$ cat src/rtl/eprom_rd_pkg.sv
package eprom_rd_pkg;

   // Whole clock cycles that cover a delay given in nanoseconds.
   function automatic int unsigned cyc_ceil(input int unsigned t_ns, input int unsigned clk_ns);
      return (t_ns + clk_ns - 1) / clk_ns;
   endfunction

   function automatic int unsigned umax(input int unsigned a, input int unsigned b);
      return (a > b) ? a : b;
   endfunction

   // Counter width able to hold the value n.
   function automatic int unsigned cnt_bits(input int unsigned n);
      return (n < 2) ? 1 : $clog2(n + 1);
   endfunction

endpackage

$ cat src/rtl/eprom_rd_seq.sv
// Access sequencer: holds the address, times the enable strobes and
// flags the capture edge.
module eprom_rd_seq #(
   parameter int unsigned ADDR_W     = 12,
   parameter int unsigned SAMPLE_CYC = 35,
   parameter int unsigned OE_LAG     = 23,
   parameter int unsigned CNT_W      = 6
) (
   input  logic              clk,
   input  logic              rst_n,
   input  logic              start,
   input  logic [ADDR_W-1:0] addr_in,
   output logic [ADDR_W-1:0] mem_addr,
   output logic              mem_ce_n,
   output logic              mem_oe_n,
   output logic              busy,
   output logic              sample
);

   localparam logic [CNT_W-1:0] LAST_CNT = CNT_W'(SAMPLE_CYC - 1);

   logic              active_q;
   logic [CNT_W-1:0]  cnt_q;
   logic [ADDR_W-1:0] addr_q;
   logic              ce_n_q;

   assign sample = active_q && (cnt_q == LAST_CNT);
   assign busy   = active_q;

   always_ff @(posedge clk) begin
      if (!rst_n) begin
         active_q <= 1'b0;
         cnt_q    <= '0;
         ce_n_q   <= 1'b1;
      end else if (start) begin
         active_q <= 1'b1;
         cnt_q    <= '0;
         ce_n_q   <= 1'b0;
      end else if (sample) begin
         active_q <= 1'b0;
         cnt_q    <= '0;
         ce_n_q   <= 1'b1;
      end else if (active_q) begin
         cnt_q    <= cnt_q + 1'b1;
      end
   end

   always_ff @(posedge clk) begin
      if (!rst_n) begin
         addr_q <= '0;
      end else if (start) begin
         addr_q <= addr_in;
      end
   end

   assign mem_addr = addr_q;
   assign mem_ce_n = ce_n_q;

   generate
      if (OE_LAG == 0) begin : g_oe_with_ce
         assign mem_oe_n = ce_n_q;
      end else begin : g_oe_late
         localparam logic [CNT_W-1:0] LAG_CNT = CNT_W'(OE_LAG - 1);
         logic oe_n_q;
         always_ff @(posedge clk) begin
            if (!rst_n) begin
               oe_n_q <= 1'b1;
            end else if (sample) begin
               oe_n_q <= 1'b1;
            end else if (active_q && (cnt_q == LAG_CNT)) begin
               oe_n_q <= 1'b0;
            end
         end
         assign mem_oe_n = oe_n_q;
      end
   endgenerate

endmodule

$ cat src/rtl/eprom_rd_resp.sv
// Response holding register with valid/ready handshake.
module eprom_rd_resp #(
   parameter int unsigned DATA_W = 8
) (
   input  logic              clk,
   input  logic              rst_n,
   input  logic              sample,
   input  logic [DATA_W-1:0] dq_in,
   input  logic              rsp_ready,
   output logic              rsp_valid,
   output logic [DATA_W-1:0] rsp_data
);

   logic              valid_q;
   logic [DATA_W-1:0] data_q;

   always_ff @(posedge clk) begin
      if (!rst_n) begin
         valid_q <= 1'b0;
      end else if (sample) begin
         valid_q <= 1'b1;
      end else if (valid_q && rsp_ready) begin
         valid_q <= 1'b0;
      end
   end

   always_ff @(posedge clk) begin
      if (!rst_n) begin
         data_q <= '0;
      end else if (sample) begin
         data_q <= dq_in;
      end
   end

   assign rsp_valid = valid_q;
   assign rsp_data  = data_q;

endmodule

$ cat src/rtl/eprom_rd_float.sv
// Bus-release timer: counts the float time from the enables' rise.
module eprom_rd_float #(
   parameter int unsigned DF_CYC = 10,
   parameter int unsigned FLT_W  = 4
) (
   input  logic clk,
   input  logic rst_n,
   input  logic release_bus,
   output logic quiet
);

   localparam logic [FLT_W-1:0] DF_LOAD = FLT_W'(DF_CYC);

   logic [FLT_W-1:0] left_q;

   always_ff @(posedge clk) begin
      if (!rst_n) begin
         left_q <= '0;
      end else if (release_bus) begin
         left_q <= DF_LOAD;
      end else if (left_q != '0) begin
         left_q <= left_q - 1'b1;
      end
   end

   assign quiet = (left_q == '0);

endmodule

$ cat src/rtl/eprom_rd_ctrl.sv
module eprom_rd_ctrl #(
   parameter int unsigned ADDR_W       = 12,
   parameter int unsigned DATA_W       = 8,
   parameter int unsigned CLK_NS       = 10,
   parameter bit          SLOW_GRADE   = 1'b0,
   parameter bit          OE_LATE      = 1'b1,
   parameter int unsigned TACC_FAST_NS = 350,
   parameter int unsigned TACC_SLOW_NS = 450,
   parameter int unsigned TOE_NS       = 120,
   parameter int unsigned TDF_NS       = 100
) (
   input  logic              clk,
   input  logic              rst_n,
   input  logic              req_valid,
   output logic              req_ready,
   input  logic [ADDR_W-1:0] req_addr,
   output logic              rsp_valid,
   input  logic              rsp_ready,
   output logic [DATA_W-1:0] rsp_data,
   output logic [ADDR_W-1:0] mem_addr,
   output logic              mem_ce_n,
   output logic              mem_oe_n,
   input  logic [DATA_W-1:0] mem_dq
);
   import eprom_rd_pkg::*;

   localparam int unsigned TACC_NS    = SLOW_GRADE ? TACC_SLOW_NS : TACC_FAST_NS;
   localparam int unsigned ACC_CYC    = cyc_ceil(TACC_NS, CLK_NS);
   localparam int unsigned OE_CYC     = cyc_ceil(TOE_NS, CLK_NS);
   localparam int unsigned DF_CYC     = cyc_ceil(TDF_NS, CLK_NS);
   localparam int unsigned OE_LAG     = (OE_LATE && (ACC_CYC > OE_CYC)) ? (ACC_CYC - OE_CYC) : 0;
   localparam int unsigned SAMPLE_CYC = umax(ACC_CYC, OE_LAG + OE_CYC);
   localparam int unsigned CNT_W      = cnt_bits(SAMPLE_CYC);
   localparam int unsigned FLT_W      = cnt_bits(DF_CYC);

   // Elaboration-time parameter checks
   if (CLK_NS == 0) begin : g_bad_clk
      initial $fatal(1, "CLK_NS must be nonzero");
   end
   if (ADDR_W == 0 || DATA_W == 0) begin : g_bad_width
      initial $fatal(1, "bus widths must be nonzero");
   end
   if (TOE_NS == 0 || TDF_NS == 0 || TACC_NS == 0) begin : g_bad_time
      initial $fatal(1, "all delays must be nonzero");
   end

   logic start;
   logic busy;
   logic sample;
   logic quiet;

   assign req_ready = !busy && quiet && !rsp_valid;
   assign start     = req_valid && req_ready;

   eprom_rd_seq #(
      .ADDR_W    (ADDR_W),
      .SAMPLE_CYC(SAMPLE_CYC),
      .OE_LAG    (OE_LAG),
      .CNT_W     (CNT_W)
   ) u_seq (
      .clk     (clk),
      .rst_n   (rst_n),
      .start   (start),
      .addr_in (req_addr),
      .mem_addr(mem_addr),
      .mem_ce_n(mem_ce_n),
      .mem_oe_n(mem_oe_n),
      .busy    (busy),
      .sample  (sample)
   );

   eprom_rd_resp #(
      .DATA_W(DATA_W)
   ) u_resp (
      .clk      (clk),
      .rst_n    (rst_n),
      .sample   (sample),
      .dq_in    (mem_dq),
      .rsp_ready(rsp_ready),
      .rsp_valid(rsp_valid),
      .rsp_data (rsp_data)
   );

   eprom_rd_float #(
      .DF_CYC(DF_CYC),
      .FLT_W (FLT_W)
   ) u_float (
      .clk        (clk),
      .rst_n      (rst_n),
      .release_bus(sample),
      .quiet      (quiet)
   );

endmodule

$ cat config.mk
export PLATFORM = sky130hd
export DESIGN_NAME = eprom_rd_ctrl
export DESIGN_NICKNAME = d
export VERILOG_FILES = /design/src/rtl/eprom_rd_pkg.sv /design/src/rtl/eprom_rd_seq.sv /design/src/rtl/eprom_rd_resp.sv /design/src/rtl/eprom_rd_float.sv /design/src/rtl/eprom_rd_ctrl.sv
export SDC_FILE = /design/constraint.sdc
export NUM_CORES = 1
export LEC_CHECK = 0
export ABC_AREA = 0
export BUFFER_PORTS_ARGS = -buffer_cell sky130_fd_sc_hd__buf_2
export CORE_MARGIN = 2
export CORE_UTILIZATION = 30
export CTS_CLUSTER_DIAMETER = 150
export CTS_CLUSTER_SIZE = 20
export DETAILED_ROUTE_END_ITERATION = 10
export SYNTH_ARGS = -nofsm -noshare
export SYNTH_HDL_FRONTEND = slang
export SYNTH_SLANG_ARGS = --single-unit
$ cat constraint.sdc
create_clock -name clk -period 1.8 [get_ports clk]
set_clock_uncertainty 0.1 [all_clocks]
set_input_delay 0.18 -clock clk [delete_from_list [all_inputs] [get_ports clk]]
set_output_delay 0.18 -clock clk [all_outputs]
set_load 0.005 [all_outputs]
# Word level (Yosys, flattened, before mapping)
# Cells that the tools add are included.
[op_classes]
addsub = 2
n_eq_ne = 2
mux = 8
bitwise = 1
reduce_logical = 15
[ops]
columns = ["cell", "count"]
rows = [
  ["4-bit 2-to-1 mux", 2],
  ["6-bit by 1-bit adder with 6-bit output, second input constant", 1],
  ["6-bit by 5-bit equality test with 1-bit output, second input constant", 1],
  ["6-bit equality test, second input constant", 1],
  ["1-bit logical AND", 6],
  ["1-bit 2-to-1 mux", 6],
  ["2-bit nonzero test", 3],
  ["4-bit logical NOT", 1],
  ["4-bit nonzero test", 1],
  ["4-bit by 1-bit subtractor with 4-bit output, second input constant", 1],
  ["3-bit OR reduction", 1],
  ["1-bit logical NOT", 2],
  ["2-bit OR reduction", 1],
  ["1-bit inverter", 1],
]
[totals]
ff_bits = 34
output_inout_bits = 24

# Longest topological paths before layout
# Gate-level depths: netlist (run 1).
[depth]
word_depth = 5
depth_mapped = 6

# Modules after synthesis
# From an unflattened synthesis (run 1), not the netlist that was laid out.
[unflattened]
cells_unflattened = 131
hier_area_um2 = 1353.8
[modules_own_cells]
columns = ["mod", "n_inst", "cells_each", "area_each_um2", "seq_area_each_um2"]
rows = [
  ["eprom_rd_seq", 1, 83, 842.1, 420.4],
  ["eprom_rd_resp", 1, 28, 335.3, 180.2],
  ["eprom_rd_float", 1, 18, 156.4, 80.1],
  ["eprom_rd_ctrl", 1, 2, 20.0, 0.0],
]

# Worst setup path after synthesis (run 1)
# No wires, ideal clock.
[synth_path]
path_type = "reg2reg"
startpoint = "register u_float.left_q[1]"
endpoint = "register u_seq.addr_q[5], in the netlist u_seq.mem_addr[5]"
arrival_time_ns = 1.266
t_required_ns = 1.628
setup_slack_ns = 0.362
stages_incl_launch_ff = 6
period_less_slack_ns = 1.438
path_cell_list = "dfxtp_1 > nor4_4 > and3_4 > buf_12 > buf_12 > mux2i_1"
[synth_via]
elab_chain_len = 4
[synth_lines]
columns = ["element", "line", "source"]
rows = [
  ["start: declaration", "eprom_rd_float.sv:14", "logic [FLT_W-1:0] left_q;"],
  ["start signal: assignment", "eprom_rd_float.sv:22", "left_q <= left_q - 1'b1;"],
  ["4-bit logical NOT", "eprom_rd_float.sv:26", "assign quiet = (left_q == '0);"],
  ["1-bit logical AND (2 in a row)", "eprom_rd_ctrl.sv:52", "assign req_ready = !busy && quiet && !rsp_valid;"],
  ["1-bit logical AND", "eprom_rd_ctrl.sv:53", "assign start = req_valid && req_ready;"],
  ["end signal: assignment", "eprom_rd_seq.sv:52", "addr_q <= addr_in;"],
  ["end: declaration", "eprom_rd_seq.sv:24", "logic [ADDR_W-1:0] addr_q;"],
]
# Every way passes these cells.
# A chain may end at the register's enable or synchronous reset.

# Worst setup path in the final report (run 1)
[layout_path]
startpoint = "register u_seq.active_q, in the netlist u_seq.busy"
endpoint = "register u_resp.data_q[7], in the netlist u_resp.rsp_data[7]"
[layout_via]
elab_chain_len = 1
[layout_lines]
columns = ["element", "line", "source"]
rows = [
  ["start: declaration", "eprom_rd_seq.sv:22", "logic active_q;"],
  ["start signal: assignment", "eprom_rd_seq.sv:32", "active_q <= 1'b0;"],
  ["start signal: assignment", "eprom_rd_seq.sv:36", "active_q <= 1'b1;"],
  ["start signal: assignment", "eprom_rd_seq.sv:40", "active_q <= 1'b0;"],
  ["1-bit logical AND", "eprom_rd_seq.sv:27", "assign sample = active_q && (cnt_q == LAST_CNT);"],
  ["end signal: assignment", "eprom_rd_resp.sv:31", "data_q <= dq_in;"],
  ["end: declaration", "eprom_rd_resp.sv:15", "logic [DATA_W-1:0] data_q;"],
]
# Every way passes these cells.

==> impl_metrics.csv, run 1 <==
group,metric,value,unit
outcome,status,"complete, no violations",
clock_tree,htree_levels,2,
floorplanning,rows,25,
floorplanning,die_w,73.8,microns
floorplanning,num_io_pins,48,
route,wl_per_cell,11.3,microns
route,drtIter0Drc,53,
cells_and_area,fin_nets,233,
timing,fin_crit,1.59,ns
timing,period_share,0.883,
logic_synthesis,synth-seq-cells,34,
timing,finalHoldViolCount,0,
cells_and_area,final_common_cell,"buf_2",
setup_path,arrival,1.65,ns
route,postRouteAntennaNets,0,
setup_path,setup.worst_path.end,"u_resp.rsp_data[7]$_SDFFE_PN0P_",
floorplanning,initial_core_util,0.310,
route,vias,1268,
setup_path,cpMaxStageDelayCell,"dfxtp_1",
cells_and_area,n_antenna_cell,0,
global_routing,overflow,0,
pwr,p_leak,0.000790,uW
clock_tree,numCtsBuffers,5,
floorplanning,dieArea,5450,sq um
route,finalWirelength,3.12,mm
cells_and_area,areaGrowthSynthToFinish,25.3,%
placement,port_buffers,47,
logic_synthesis,synth-edff-count,0,
clock_tree,cts_tree,"built",
setup_path,rr_endpoint,"u_resp.rsp_data[7]$_SDFFE_PN0P_",
setup_path,critPathKind,"reg2reg",
timing,rsz0062_at_grt,"false",
setup_path,start_kind,"flip-flop",
logic_synthesis,syn-mean-instance-area,9.20,sq um
job,drv_cap,0,
setup_path,r2r_start,"u_seq.busy$_SDFFE_PN0P_",
setup_path,path_buf_inv,1,
setup_path,cp_num_cells,4,
timing,max_freq,629,MHz
route,route.detailed.drc,0,
floorplanning,die_y,73.8,microns
setup_path,path_max_fanout,11,
clock_tree,post_cts_resized,0,
setup_path,cp-startpoint,"u_seq.busy$_SDFFE_PN0P_",
global_routing,grt_pass1_wl,5.21,mm
global_routing,grt_max_degree,20,
setup_path,crit_required,1.86,ns
global_routing,grt_use_total,0.129,
logic_synthesis,synthArstFlopShare,0,
clock_tree,clock_latency,0.29,ns
logic_synthesis,ys_seq_area_frac,0.465,
global_routing,grt_pass1_vias,1124,
timing,setup_viol,0,
pwr,ir_worst_vdd,420,uV
setup_path,crit_chain,"nand3b_1, buf_4, o21ai_0, a21oi_1",
setup_path,endpoint_kind,"flip-flop",
floorplanning,coreArea,4720,sq um
clock_tree,cts_num_sinks,34,
setup_path,ff2ff_path_depth,4,
timing,drv_slew,0,
timing,tightest_slew,0.382,ns
logic_synthesis,synthCells,159,
setup_path,worst_path_dominant_cell_family,"flip-flops",
timing,slew_headroom,0.745,
logic_synthesis,syn_area,1460,sq um
clock_tree,hold_buffers,0,
timing,tns,0,ns
cells_and_area,post-route-util,0.388,
clock_tree,clockBufferDepth,2,
logic_synthesis,synth_cell_types,32,
cells_and_area,nFillCells,499,
hold_path,hp-class,"in2reg",
cells_and_area,drive_gt1_frac,0.313,
clock_tree,clk_pin_slew,0.07,ns
placement,gp_congestion,0.722,
global_routing,grt_antenna_before_repair,0,
clock_tree,post_cts_buffers,0,
pwr,power_density,830,nW/um^2
clock_tree,root_buffer,"clkbuf_8",
setup_path,cpPeakStageDelay,0.54,ns
cells_and_area,final_cell_mix,"buf_2 (47), dfxtp_1 (34), nand2_1 (27)",
logic_synthesis,syn-num-nets,185,
placement,dp_hpwl,2.15,mm
logic_synthesis,ys_warn_count,0,
route,vias_per_cell,4.61,
setup_path,ff2ff_setup_slack,0.21,ns
logic_synthesis,ys.flop_type,"dfxtp_1",
route,drt_pass1_iterations,4,
[how the worst min path moves through the flow]
stage / startpoint / end / slack [ns] / cells past startpoint
global route: req_addr[7] / u_seq.mem_addr[7]$_SDFFE_PN0P_ / 0.03 / 3
global placement: req_addr[4] / u_seq.mem_addr[4]$_SDFFE_PN0P_ / 0.33 / 3
detailed placement: req_addr[4] / u_seq.mem_addr[4]$_SDFFE_PN0P_ / 0.33 / 3
floorplan: req_addr[0] / u_seq.mem_addr[0]$_SDFFE_PN0P_ / 0.22 / 2
CTS: req_addr[4] / u_seq.mem_addr[4]$_SDFFE_PN0P_ / 0.03 / 3
finish: mem_dq[2] / u_resp.rsp_data[2]$_SDFFE_PN0P_ / 0.03 / 3
[worst register-to-register path, cell delays in order, from the launching register on]
cell and delay, ns:
dfxtp_1 0.54, nand3b_1 0.32, buf_4 0.26, o21ai_0 0.16
a21oi_1 0.09
[layer usage]
layer | GRT usage | part of all wire | up-vias
li1 | - | - | 647
met1 | 0.166 | 0.48 | 565
met2 | 0.180 | 0.42 | 54
met3 | 0.0494 | 0.082 | 2
met4 | 0.0788 | 0.010 | 0
met5 | 0 | 0 | -
[area by class of cell]
cell class | count | area [sq um] | share of cell area
multi-input combinational | 111 | 689 | 0.376
sequential | 34 | 681 | 0.371
timing repair buffer | 52 | 273 | 0.149
tap | 67 | 83.8 | 0.0457
clock buffer | 6 | 82.6 | 0.0451
clock inverter | 2 | 12.5 | 0.00683
inverter | 3 | 11.3 | 0.00614
[where the power goes]
part / switching [uW] / internal (uW)
Combinational: 70.7 / 69.2
Sequential: 19.3 / 778
Clock: 276 / 307
[synthesized netlist by cell type, types with 3 or more instances]
cell      instances  share of area
a21oi_1          13          0.044
buf_2             3          0.010
clkbuf_1          5          0.013
dfxtp_1          34           0.47
inv_1             3         0.0077
mux2i_1          12          0.082
nand2_1          27          0.069
nand3_1          11          0.038
nor2_1            3         0.0077
nor3_1            6          0.021
o21ai_0          14          0.048
xor2_1            3          0.018
[registers in the layout (all words and copies together), names as in the netlist]
signal / count
u_resp.rsp_valid: 1
u_seq.busy: 1
u_seq.cnt_q: 6
u_seq.mem_oe_n: 1
u_seq.mem_addr: 12
u_seq.mem_ce_n: 1
u_resp.rsp_data: 8
u_float.left_q: 4
[through the flow]
| stage | hold WS, ns | cell area [sq um] | instances | total power, uW | setup slack, ns |
|---|---|---|---|---|---|
| CTS | 0.0264 | 1830 | 275 | 1550 | 0.208 |
| global route | 0.0334 | 1830 | 275 | 1600 | 0.0626 |
| floorplan | 0.222 | 1460 | 159 | 909 | 0.362 |
| global placement | 0.331 | 1740 | 267 | 956 | 0.281 |
| detailed placement | 0.333 | 1740 | 267 | 956 | 0.216 |
| finish | 0.0335 | 1830 | 275 | 1520 | 0.210 |
[cells by family (layout without fill, tap and decap cells)]
group           count (synthesis)  after routing  synth area share
simple gates                   60             60             0.214
compound gates                 33             33             0.134
flops                          34             34             0.465
mux                            12             12            0.0821
xor+xnor                        4              4            0.0240
fa+ha+maj                       2              2            0.0171
buf+inv                        14             63            0.0633
Note: power is estimated with default switching activity, not from simulation.
==> run 2, diff against run 1 <==
- CELL_PAD_IN_SITES_DETAIL_PLACEMENT: default -> 2
- CELL_PAD_IN_SITES_GLOBAL_PLACEMENT: default -> 2
- CORE_UTILIZATION: 30 -> 29
- PLACE_DENSITY_LB_ADDON: default -> 0.1
- RECOVER_POWER: default -> 25
==> run 2 against run 1 <==
Effect of this change:
- first-iteration DRC count down 51%
- sequential share of layout area rose by 0.23 points
- die area rose by 3.3%
- count of clock-buffer cells in the layout grew 1
- highest routed layer unchanged
- power is 0.45% higher
- cell count unchanged
- maximum frequency is 0.13% higher
- largest cell class unchanged
- sequential power is essentially flat
- clock power barely moved
- sequential cell count stayed put
- largest power group unchanged
==> impl_metrics.csv, run 2 (synthesis gave the netlist of run 1 again) <==
group,metric,value,unit
outcome,status,"complete, no violations",
floorplanning,coreArea,4790,sq um
timing,setup_viol,0,
route,drtIter0Drc,26,
global_routing,grt_use_total,0.154,
cells_and_area,multiInputGateArea,689,sq um
timing,rsz0062_at_grt,"false",
route,finalWirelength,3.95,mm
clock_tree,cts_tree,"built",
timing,finalHoldViolCount,0,
clock_tree,clockBufferDepth,2,
cells_and_area,design_area,1820,sq um
floorplanning,initial_core_util,0.306,
pwr,p_leak,0.000766,uW
timing,fin_crit,1.59,ns
route,route.detailed.drc,0,
setup_path,critPathKind,"reg2reg",
timing,period_share,0.882,
route,drt_pass1_iterations,4,
setup_path,ff2ff_path_depth,3,
clock_tree,clk_pin_slew,0.07,ns
cells_and_area,fin_nets,233,
clock_tree,htree_levels,2,
clock_tree,clock_latency,0.29,ns
setup_path,rr_endpoint,"u_seq.mem_addr[4]$_SDFFE_PN0P_",
floorplanning,die_y,75.0,microns
clock_tree,hold_buffers,0,
clock_tree,cts_num_sinks,34,
global_routing,grtUsageMet2,0.267,
pwr,power_density,838,nW/um^2
placement,gp_congestion,0.737,
floorplanning,num_io_pins,48,
clock_tree,post_cts_buffers,0,
setup_path,arrival,1.70,ns
setup_path,crit_required,1.92,ns
cells_and_area,final_cell_mix,"buf_2 (41), dfxtp_1 (34), nand2_1 (27)",
route,wl_per_cell,14.4,microns
cells_and_area,n_antenna_cell,0,
floorplanning,rows,25,
timing,tns,0,ns
setup_path,r2r_start,"u_float.left_q[1]$_SDFFE_PN0P_",
floorplanning,dieArea,5630,sq um
route,postRouteAntennaNets,0,
route,vias,1306,
global_routing,grt_max_degree,20,
job,drv_cap,0,
global_routing,overflow,0,
pwr,ir_worst_vdd,339,uV
timing,slew_headroom,0.728,
global_routing,grt.busiest_layer,"met2",
placement,postPlaceCellArea,1740,sq um
floorplanning,die_w,75.0,microns
cells_and_area,drive_gt1_frac,0.279,
global_routing,grt_pass1_wl,6.39,mm
placement,port_buffers,47,
placement,dpl.cell_count,267,
timing,setup_slack,0.212,ns
global_routing,gr-usage-met1,0.166,
cells_and_area,regArea,681,sq um
hold_path,min_from,"req_addr[10]",
global_routing,grt_use_met3,0.0509,
setup_path,start_kind,"flip-flop",
global_routing,grt_pass1_vias,1383,
placement,dp_hpwl,3.00,mm
hold_path,min_to,"u_seq.mem_addr[10]$_SDFFE_PN0P_",
cells_and_area,stdcell_count,275,
route,vias_per_cell,4.75,
hold_path,hp-class,"in2reg",
timing,drv_slew,0,
clock_tree,numCtsBuffers,5,
setup_path,ff2ff_setup_slack,0.21,ns
timing,tightest_slew,0.407,ns
cells_and_area,nFillCells,565,
cells_and_area,largest_reg_flops,12,
placement,pre_cts_slack,0.202,ns
clock_tree,root_buffer,"clkbuf_8",
hold_path,hold_depth,3,
global_routing,grt_antenna_before_repair,0,
setup_path,path_max_fanout,19,
cells_and_area,areaGrowthSynthToFinish,24.6,%
timing,max_freq,630,MHz
setup_path,endpoint_kind,"flip-flop",
cells_and_area,final_common_cell,"buf_2",
clock_tree,post_cts_resized,0,
[run 2: changes by cell type in the layout (fill, tap and decap cells not counted), sizes merged]
cell and delta:
clkinvlp -1, clkbuf +7, buf -6
[run 2: final cells by class]
type	count	share of cell area
multi-input combinational	111	0.378
clock inverter	1	0.00275
sequential	34	0.374
timing repair buffer	52	0.146
tap	67	0.0460
inverter	3	0.00618
clock buffer	7	0.0474
[run 2: worst max-delay path by stage]
| stage | startpoint | to | slack (ns) | depth (start not counted) |
|---|---|---|---|---|
| after floorplan | u_float.left_q[1]$_SDFFE_PN0P_ | u_seq.mem_addr[5]$_SDFFE_PN0P_ | 0.36 | 5 |
| after CTS | u_float.left_q[1]$_SDFFE_PN0P_ | u_seq.mem_addr[4]$_SDFFE_PN0P_ | 0.18 | 3 |
| after global placement | u_float.left_q[1]$_SDFFE_PN0P_ | u_seq.mem_addr[6]$_SDFFE_PN0P_ | 0.28 | 3 |
| after global routing | u_float.left_q[1]$_SDFFE_PN0P_ | u_seq.mem_addr[4]$_SDFFE_PN0P_ | 0.10 | 3 |
| final | u_float.left_q[1]$_SDFFE_PN0P_ | u_seq.mem_addr[4]$_SDFFE_PN0P_ | 0.21 | 3 |
| after detailed placement | u_float.left_q[1]$_SDFFE_PN0P_ | u_seq.mem_addr[3]$_SDFFE_PN0P_ | 0.20 | 3 |
[run 2: per-layer routing]
| metal | up-vias | part of all wire |
|---|---|---|
| li1 | 647 | - |
| met1 | 611 | 0.43 |
| met2 | 42 | 0.48 |
| met3 | 6 | 0.067 |
| met4 | 0 | 0.019 |
| met5 | - | 0 |
[run 2: through the flow]
step	total power (uW)	utilization	hold WS [ns]
finish	1530	0.381	0.0287
global route	1600	0.381	0.0330
CTS	1560	0.382	0.0185
detailed placement	965	0.363	0.341
global placement	955	0.363	0.328
floorplan	909	-	0.222
[run 2: critical path, cell delays in order, from the launching register on]
cell     delay (ns)
dfxtp_1        0.39
nor4_4         0.35
and3_4         0.43
mux2i_1        0.23
[run 2: power breakdown]
group / internal (uW) / switching, uW
combinational: 68.6 / 78.2
clock: 308 / 276
sequential: 778 / 17.6
total: 1160 / 372
==> run 3, diff against run 2 <==
- SYNTH_HIERARCHICAL: default -> 1
==> run 3 against run 2 <==
Effect of this change:
- non-clock buffer count is the same
- critical endpoint is now u_seq/mem_addr[3]$_SDFFE_PN0P_
- final area is 0.55% higher
- global-route usage decreased by 0.18 points
- register-to-register slack got worse by 0.07 ns
- core utilization grew 3.4 points
- sequential share of layout area down 0.20 points
- worst hold slack improved by 0.00098 ns
- die area down 7.1%
- synthesized area shrank 7.4%
- first-iteration DRC count is 31% higher
==> impl_metrics.csv, run 3 <==
group,metric,value,unit
logic_synthesis,synth.top_cell.area_share,0.503,
global_routing,grt_max_degree,18,
logic_synthesis,ys_warn_count,6,
floorplanning,die_y,72.3,microns
clock_tree,cts_tree,"built",
route,finalWirelength,3.53,mm
floorplanning,initial_core_util,0.307,
placement,dp_hpwl,2.57,mm
pwr,ir_worst_vdd,408,uV
hold_path,hp-class,"in2reg",
timing,tns,0,ns
logic_synthesis,syn-num-nets,157,
pwr,power_density,1010,nW/um^2
global_routing,grt_pass1_wl,5.97,mm
job,drv_cap,0,
logic_synthesis,synth-seq-cells,34,
pwr,p_leak,0.000774,uW
logic_synthesis,synth_common_cells,"dfxtp_1 (34), mux2i_1 (20), nor2_1 (19)",
logic_synthesis,synthCells,131,
floorplanning,die_w,72.3,microns
setup_path,path_max_fanout,13,
global_routing,gr-usage-met1,0.169,
clock_tree,root_buffer,"clkbuf_8",
cells_and_area,largest_reg_flops,12,
global_routing,overflow,0,
route,drtIter0Drc,34,
setup_path,arrival,1.73,ns
clock_tree,cts_num_sinks,34,
logic_synthesis,syn-mean-instance-area,10.3,sq um
global_routing,grt_use_met3,0.0514,
logic_synthesis,ys_top_cells_by_area,"dfxtp_1 (50%), mux2i_1 (15%), nor2_1 (5.3%)",
logic_synthesis,ys_seq_area_frac,0.503,
clock_tree,hold_buffers,0,
timing,tightest_slew,0.397,ns
timing,fin_crit,1.66,ns
logic_synthesis,synthArstFlopShare,0,
outcome,status,"complete, no violations",
logic_synthesis,ys.flop_type,"dfxtp_1",
timing,period_share,0.923,
route,postRouteAntennaNets,0,
route,vias_per_cell,4.75,
floorplanning,rows,24,
route,wl_per_cell,14.8,microns
setup_path,endpoint_kind,"flip-flop",
cells_and_area,n_antenna_cell,0,
logic_synthesis,synth_cell_types,34,
timing,drv_slew,0,
pwr,p_total,1850,uW
global_routing,grtUsageMet2,0.264,
setup_path,cpPeakStageDelay,0.36,ns
placement,pre_cts_slack,0.122,ns
logic_synthesis,syn_area,1350,sq um
setup_path,critPathKind,"reg2reg",
clock_tree,clock_latency,0.29,ns
logic_synthesis,yosysMostFrequentCell,"dfxtp_1",
cells_and_area,drive_gt1_frac,0.344,
setup_path,path_buf_inv,1,
cells_and_area,areaGrowthSynthToFinish,35.3,%
timing,finalHoldViolCount,0,
global_routing,grt_use_total,0.152,
setup_path,crit_chain,"nor4_2, and4bb_2, buf_12, mux2i_2, nor2_1",
placement,gp_congestion,0.651,
cells_and_area,fin_nets,211,
setup_path,cpMaxStageDelayCell,"dfxtp_1",
global_routing,grt_pass1_vias,1243,
clock_tree,clk_pin_slew,0.07,ns
clock_tree,post_cts_buffers,0,
floorplanning,coreArea,4410,sq um
route,drt_pass1_iterations,4,
global_routing,grt_antenna_before_repair,0,
global_routing,grt.busiest_layer,"met2",
cells_and_area,final_cell_mix,"buf_2 (43), dfxtp_1 (34), nor2_1 (19), mux2i_1 (19), nor2b_1 (10)",
placement,port_buffers,47,
clock_tree,clockBufferDepth,2,
timing,setup_viol,0,
setup_path,worst_path_dominant_cell_family,"simple AND/OR/NAND/NOR gates",
timing,setup_slack,0.138,ns
timing,rsz0062_at_grt,"false",
timing,whs,0.0297,ns
route,route.detailed.drc,0,
clock_tree,htree_levels,2,
logic_synthesis,yosysTopAreaCell,"dfxtp_1",
clock_tree,numCtsBuffers,5,
floorplanning,num_io_pins,48,
clock_tree,post_cts_resized,0,
floorplanning,dieArea,5230,sq um
timing,slew_headroom,0.735,
timing,max_freq,602,MHz
cells_and_area,final_common_cell,"buf_2",
logic_synthesis,synth-edff-count,0,
route,vias,1130,
setup_path,crit_required,1.87,ns
setup_path,start_kind,"flip-flop",
[run 3: cell count changes in the layout (fill, tap and decap cells not counted), sizes merged, moves of 2 or more]
| cell | delta |
|---|---|
| nand2 | -21 |
| nor2 | +17 |
| nand3 | -11 |
| a21oi | -10 |
| nor2b | +10 |
| mux2i | +8 |
| o21ai | -8 |
| nor3 | -4 |
| clkbuf | -3 |
| buf | +2 |
| bufinv | +2 |
[run 3: worst paths after layout]
kind                             startpoint                             end  slack (ns)  cells after the start
min                             req_addr[7]  u_seq/mem_addr[7]$_SDFFE_PN0P_        0.03                      3
max          u_float/left_q[0]$_SDFFE_PP0N_  u_seq/mem_addr[3]$_SDFFE_PN0P_        0.14                      5
min reg2reg     u_seq/mem_ce_n$_SDFFE_PN1P_     u_seq/mem_ce_n$_SDFFE_PN1P_        0.39                      1
max reg2reg  u_float/left_q[0]$_SDFFE_PP0N_  u_seq/mem_addr[3]$_SDFFE_PN0P_        0.14                      5
[run 3: logic make-up (layout without fill, tap and decap cells)]
kind of cell / after synthesis / after routing / share of synthesized area
AND/OR/NAND/NOR: 50 / 50 / 0.204
flip-flops: 34 / 34 / 0.503
multiplexers: 20 / 20 / 0.148
AO/OA/AOI/OAI: 14 / 14 / 0.0712
buffers and inverters: 7 / 62 / 0.0296
XOR/XNOR: 4 / 4 / 0.0259
adder cells (fa/ha/maj): 2 / 2 / 0.0185
[run 3: worst register-to-register path, cell delays in order (launching register included)]
cell and delay (ns):
dfxtp_1 0.36, nor4_2 0.31, and4bb_2 0.31, buf_12 0.16, mux2i_2 0.23, nor2_1 0.07
[run 3: area by class of cell]
type                    instances  area (sq um)
fillers                       484          2580
flip-flops and latches         34           681
multi-input cells              90           643
repair buffers                 52           293
clock buffers                   6          82.6
well taps                      52          65.1
clock inverters                 2          60.1
inverters                       2          7.51
[run 3: metrics by stage]
step                cell area [sq um]   util  std cells
global route                     1830  0.415        238
global placement                 1680  0.382        230
CTS                              1830  0.414        238
finish                           1830  0.415        238
detailed placement               1680  0.382        230
floorplan                        1350      -        131
[run 3: where the power goes]
| group | switching (uW) | internal (uW) | leakage, uW | total, uW |
|---|---|---|---|---|
| logic | 80.8 | 86.3 | 0.000426 | 167 |
| registers | 18.5 | 780 | 0.000277 | 799 |
| clock network | 294 | 591 | 0.0000714 | 885 |
[run 3: per-layer routing]
metal  up-vias  wire length [microns]
met5         -                      0
met4         0                     63
met3         6                    228
met2        31                   1880
met1       539                   1360
li1        554                      -
